$ cat src/rtl/cpu_slp_seq.sv
module cpu_slp_seq #(
  parameter int DLY_W = 8,
  parameter logic [DLY_W-1:0] DLY_INIT = 4
) (
  input  logic             clk,
  input  logic             rst_n,
  input  logic             pwr_good,
  input  logic             sus_stat,
  input  logic [1:0]       slp_sel,
  input  logic             stp_grant,
  input  logic             cpu_stp,
  input  logic             slp_s2,
  input  logic             wake_evt,
  input  logic             proc_hot,
  input  logic             wr_en,
  input  logic [1:0]       wr_addr,
  input  logic [DLY_W-1:0] wr_data,
  output logic             cpu_rst_n,
  output logic             cpu_stop_n,
  output logic             sci_req,
  output logic             smi_req,
  output logic             hot_status
);

  typedef enum logic [2:0] {
    ST_OFF, ST_RUN, ST_SL1, ST_SL2, ST_DEEP, ST_C3, ST_TMR
  } st_t;

  st_t state, state_nx;
  logic [DLY_W-1:0] s1_dly, c3_dly, cnt, cnt_nx;
  logic hot_mode;
  logic cpu_stp_q, slp_s2_q;
  logic [2:0] hot_sync;
  logic hot_pulse, clr_hot;

  wire stp_fall = cpu_stp_q & ~cpu_stp;
  wire s2_fall  = slp_s2_q & ~slp_s2;

  always_comb begin
    state_nx = state;
    cnt_nx   = cnt;
    if (!pwr_good) begin
      state_nx = ST_OFF;
    end else begin
      case (state)
        ST_OFF:  state_nx = ST_RUN;
        ST_RUN:
          if (sus_stat)
            state_nx = (slp_sel == 2'd0) ? ST_SL1 :
                       (slp_sel == 2'd1) ? ST_SL2 : ST_DEEP;
          else if (stp_grant)
            state_nx = ST_C3;
        ST_SL1:
          if (stp_fall) begin
            state_nx = ST_TMR;
            cnt_nx   = s1_dly;
          end
        ST_SL2:  if (s2_fall) state_nx = ST_RUN;
        ST_C3:
          if (wake_evt) begin
            state_nx = ST_TMR;
            cnt_nx   = c3_dly;
          end
        ST_TMR:
          if (cnt == '0) state_nx = ST_RUN;
          else           cnt_nx   = cnt - 1'b1;
        default: state_nx = state;
      endcase
    end
  end

  always_ff @(posedge clk or negedge rst_n) begin
    if (!rst_n) begin
      state     <= ST_OFF;
      cnt       <= '0;
      cpu_stp_q <= 1'b0;
      slp_s2_q  <= 1'b0;
    end else begin
      state     <= state_nx;
      cnt       <= cnt_nx;
      cpu_stp_q <= cpu_stp;
      slp_s2_q  <= slp_s2;
    end
  end

  always_ff @(posedge clk or negedge rst_n) begin
    if (!rst_n) begin
      s1_dly   <= DLY_INIT;
      c3_dly   <= DLY_INIT;
      hot_mode <= 1'b0;
    end else if (wr_en) begin
      case (wr_addr)
        2'd0: s1_dly <= wr_data;
        2'd1: c3_dly <= wr_data;
        2'd2: hot_mode <= wr_data[0];
        default: ;
      endcase
    end
  end

  assign clr_hot   = wr_en && wr_addr == 2'd2 && wr_data[1];
  assign hot_pulse = hot_sync[1] & ~hot_sync[2];

  always_ff @(posedge clk or negedge rst_n) begin
    if (!rst_n) begin
      hot_sync   <= '0;
      hot_status <= 1'b0;
    end else begin
      hot_sync <= {hot_sync[1:0], proc_hot};
      if (hot_pulse)    hot_status <= 1'b1;
      else if (clr_hot) hot_status <= 1'b0;
    end
  end

  assign cpu_rst_n  = (state != ST_OFF);
  assign cpu_stop_n = (state == ST_RUN);
  assign sci_req    = hot_pulse & ~hot_mode;
  assign smi_req    = hot_pulse & hot_mode;

  p_pg_off_r1: assert property (@(posedge clk) disable iff (!rst_n)
    !pwr_good |=> (!cpu_rst_n && !cpu_stop_n));

  p_off_release_r2: assert property (@(posedge clk) disable iff (!rst_n)
    (!cpu_rst_n && pwr_good) |=> (cpu_rst_n && cpu_stop_n));

  p_no_cause_r5: assert property (@(posedge clk) disable iff (!rst_n)
    (cpu_stop_n && pwr_good && !sus_stat && !stp_grant) |=> cpu_stop_n);

  p_s2_exit_r7: assert property (@(posedge clk) disable iff (!rst_n)
    (state == ST_SL2 && pwr_good && slp_s2_q && !slp_s2) |=> cpu_stop_n);

  p_deep_hold_r8: assert property (@(posedge clk) disable iff (!rst_n)
    (state == ST_DEEP && pwr_good) |=> !cpu_stop_n);

  p_one_req_r11: assert property (@(posedge clk) disable iff (!rst_n)
    $onehot0({sci_req, smi_req}));

  p_pulse_short_r11: assert property (@(posedge clk) disable iff (!rst_n)
    (sci_req || smi_req) |=> !(sci_req || smi_req));

  p_status_set_r12: assert property (@(posedge clk) disable iff (!rst_n)
    (sci_req || smi_req) |=> hot_status);

endmodule

$ cat config.mk
export PLATFORM = sky130hd
export DESIGN_NAME = cpu_slp_seq
export DESIGN_NICKNAME = d
export VERILOG_FILES = /design/src/rtl/cpu_slp_seq.sv
export SDC_FILE = /design/constraint.sdc
export NUM_CORES = 1
export LEC_CHECK = 0
export ABC_AREA = 1
export ABC_CLOCK_PERIOD_IN_PS = 4100
export BUFFER_PORTS_ARGS = -buffer_cell sky130_fd_sc_hd__buf_2
export CORE_ASPECT_RATIO = 0.6
export CORE_UTILIZATION = 50
export DETAILED_ROUTE_END_ITERATION = 16
export PLACE_DENSITY = 0.75
export SETUP_SLACK_MARGIN = 0.1
export SLEW_MARGIN = 20
export SYNTH_ARGS = -nofsm -noshare
export SYNTH_HDL_FRONTEND = slang
export SYNTH_SLANG_ARGS = --single-unit
$ cat constraint.sdc
create_clock -name clk -period 4.1 [get_ports clk]
set_input_delay 0.615 -clock clk [delete_from_list [all_inputs] [get_ports clk]]
set_output_delay 0.615 -clock clk [all_outputs]
set_load 0.05 [all_outputs]
==> results.cfg <==
[run_status]
status = finished, final reports clean

[die]
die_w_um = 79.0
core_area_um2 = 3320
die_area_um2 = 3810
io_pins = 27
initial_core_util_pct = 53.5
die_h_um = 48.2
num_rows = 16

[worst_setup_path]
cp_slowest_cell = dfrtp_1
required_ns = 3.48
r2r-end = state[1]
endpoint_kind = output port
crit_chain = inv_2 -> nand3_1 -> inv_1 -> buf_2
worst-path-buf-inv = 3
criticalPathCategory = register to output port
arrival_ns = 1.38
crit_fanout = 7
cp-start-kind = register
critPathLaunch = state[2]
r2r_start = cnt[0]
worst_path_largest_cell_delay_ns = 0.47
r2r_setup_slack_ns = 2.56
worstRegToRegCells = 8
cp_top_family = buffers and inverters

[sta]
grt_setup_unrepaired = false
relSlewSlack_pct = 50.7
setup_violations = 0
finClkSkew_ns = 0.00986
maxSlewViolCount = 0
hold_viol_final = 0
clock.fmax_mhz = 500
fin_crit_sh_pct = 48.8
setup_tns_ns = 0
finalCriticalPeriod_ns = 2.00
worst_slew_pin_slew_ns = 0.740

[cts]
ctsRootBufferMaster = clkbuf_8
cts_tree = yes
cts_sinks = 34
hold_buffers = 0
cts_resized = 0
cts_setup_buffers = 0
numCtsBuffers = 5
path_clk_slew_ns = 0.07
clockBufferDepth = 2
htreeDepth = 2
clock_latency_ns = 0.29

[pwr]
power.share.clock_pct = 29.6
p_leak_nw = 1.12
p_seq_share_pct = 37.2
switchingPower_w = 0.000499
comb_power_share_pct = 33.3
finalPower_w = 0.00131
p_per_area_nw_per_um2 = 626
peakVddDrop_mv = 0.341
switching_share_pct = 38.0
internal_power_w = 0.000812

[min_path]
whs_path_depth = 0
hp-class = register to register
hold_path_startpoint = hot_sync[0]
hold_end = hot_sync[1]

[synth]
yosysTopAreaCellShare_pct = 45.0
synth.most_common_cell = nand2_1
yosysUniqueCellTypes = 22
synth_warnings = 0
synthArstFlopShare_pct = 100
ys_seq_area_share_pct = 48.0
synthCells = 239
synth.largest_area_cell = dfrtp_1
synth_common_cells = nand2_1 (73), dfrtp_1 (32), inv_1 (29)
ys_seq_elements = 34
synth-edff-count = 0
netlist_area_um2 = 1780
synth_ff_type = dfrtp_1
syn-num-nets = 263
avgSynthCellArea_um2 = 7.44
synth.top_cells.by_area = dfrtp_1 (45%), nand2_1 (15%), o21ai_0 (7.6%), inv_1 (6.1%), nand3_1 (5.3%)

[detailed_routing]
drcViolationCount = 0
routed_via_density = 4.78
dr.first_iter.drc_count = 67
avgRoutedWirePerCell_um = 11.6
first_pass_iters = 4
detailroute.via_count = 1506
drtAntennaViolNets = 0
route.final.wire_length_um = 3640

[global_route]
track_usage_pct = 21.2
antenna_found_initial = 0
overflow = 0
grt_pass1_wl_um = 5790
grt_max_degree = 35
grt_pass1_vias = 1224

[cells_and_area]
flow.area_growth_from_synthesis_pct = 17.8
drive_gt1_share_pct = 20.0
layout.nets = 293
fillers = 314
antenna-diode-count = 0
final_cells = 315

[flow_run]
max_cap_viol_count = 0

[placed_design]
dp_cells = 307
portBuffers = 26
dpl.hpwl_um = 2620
gp_congestion = 0.791
[state kept, by name, summed over array words and instances (netlist names)]
signal and flops:
hot_status 1, slp_s2_q 1, cnt 8, state 3, c3_dly 8, cpu_stp_q 1, s1_dly 8, hot_sync 3
hot_mode 1
[per-stage QoR]
stage               util (%)  cell area [um^2]  hold WS [ns]  worst slack, ns
floorplan                  -              1780         0.319             2.39
global placement        58.7              1950         0.332             2.45
detailed placement      58.7              1950         0.336             2.43
CTS                     63.0              2090         0.352             2.11
global route            63.0              2090         0.359             1.99
finish                  63.0              2090         0.349             2.10
[power groups by stage]
stage | Combinational, W | Clock (W) | Sequential, W
finish | 0.000436 | 0.000388 | 0.000487
global route | 0.000496 | 0.000402 | 0.000500
CTS | 0.000433 | 0.000391 | 0.000485
detailed placement | 0.000431 | 0 | 0.000490
global placement | 0.000425 | 0 | 0.000487
floorplan | 0.000350 | 0 | 0.000466
[how the worst max path moves through the flow]
stage	to	slack [ns]	cells past startpoint
CTS	cpu_stop_n	2.11	4
global placement	cpu_stop_n	2.45	4
floorplan	sci_req	2.39	3
global route	cpu_stop_n	1.99	4
detailed placement	cpu_stop_n	2.43	4
finish	cpu_stop_n	2.10	4
[cell type report]
cell class / instances / area (um^2) / share of cell area (%)
flip-flops and latches: 34 / 853 / 40.7
clock inverters: 2 / 60.1 / 2.87
multi-input cells: 165 / 771 / 36.8
repair buffers: 26 / 130 / 6.21
well taps: 45 / 56.3 / 2.69
clock buffers: 6 / 82.6 / 3.94
inverters: 37 / 141 / 6.75
[cell usage in the layout (no fill, tap or decap), drive strengths merged]
| cell type | n |
|---|---|
| nand2 | 75 |
| inv | 37 |
| o21ai | 33 |
| dfrtp | 32 |
| buf | 26 |
| nand3 | 22 |
| nor2 | 20 |
| clkbuf | 6 |
| nand4 | 5 |
| a21oi | 5 |
| or2 | 2 |
| ha | 2 |
| dfstp | 2 |
| bufinv | 2 |
| nor3b | 1 |
[cells by family after synthesis]
logic type	share of synthesized area, %
AOI/OAI and AO/OA	10.7
adders and majority gates	1.41
buffers and inverters	8.66
DFF	48.0
and+or+nand+nor	31.2
[routing by layer]
layer / global-route usage (%) / vias up / part of all wire (%)
met5: 0 / - / 0
li1: - / 818 / -
met2: 28.6 / 40 / 36
met1: 31.2 / 641 / 57
met4: 10.9 / 0 / 1.9
met3: 5.61 / 7 / 5.3
Power figures use the tool's default switching activity.
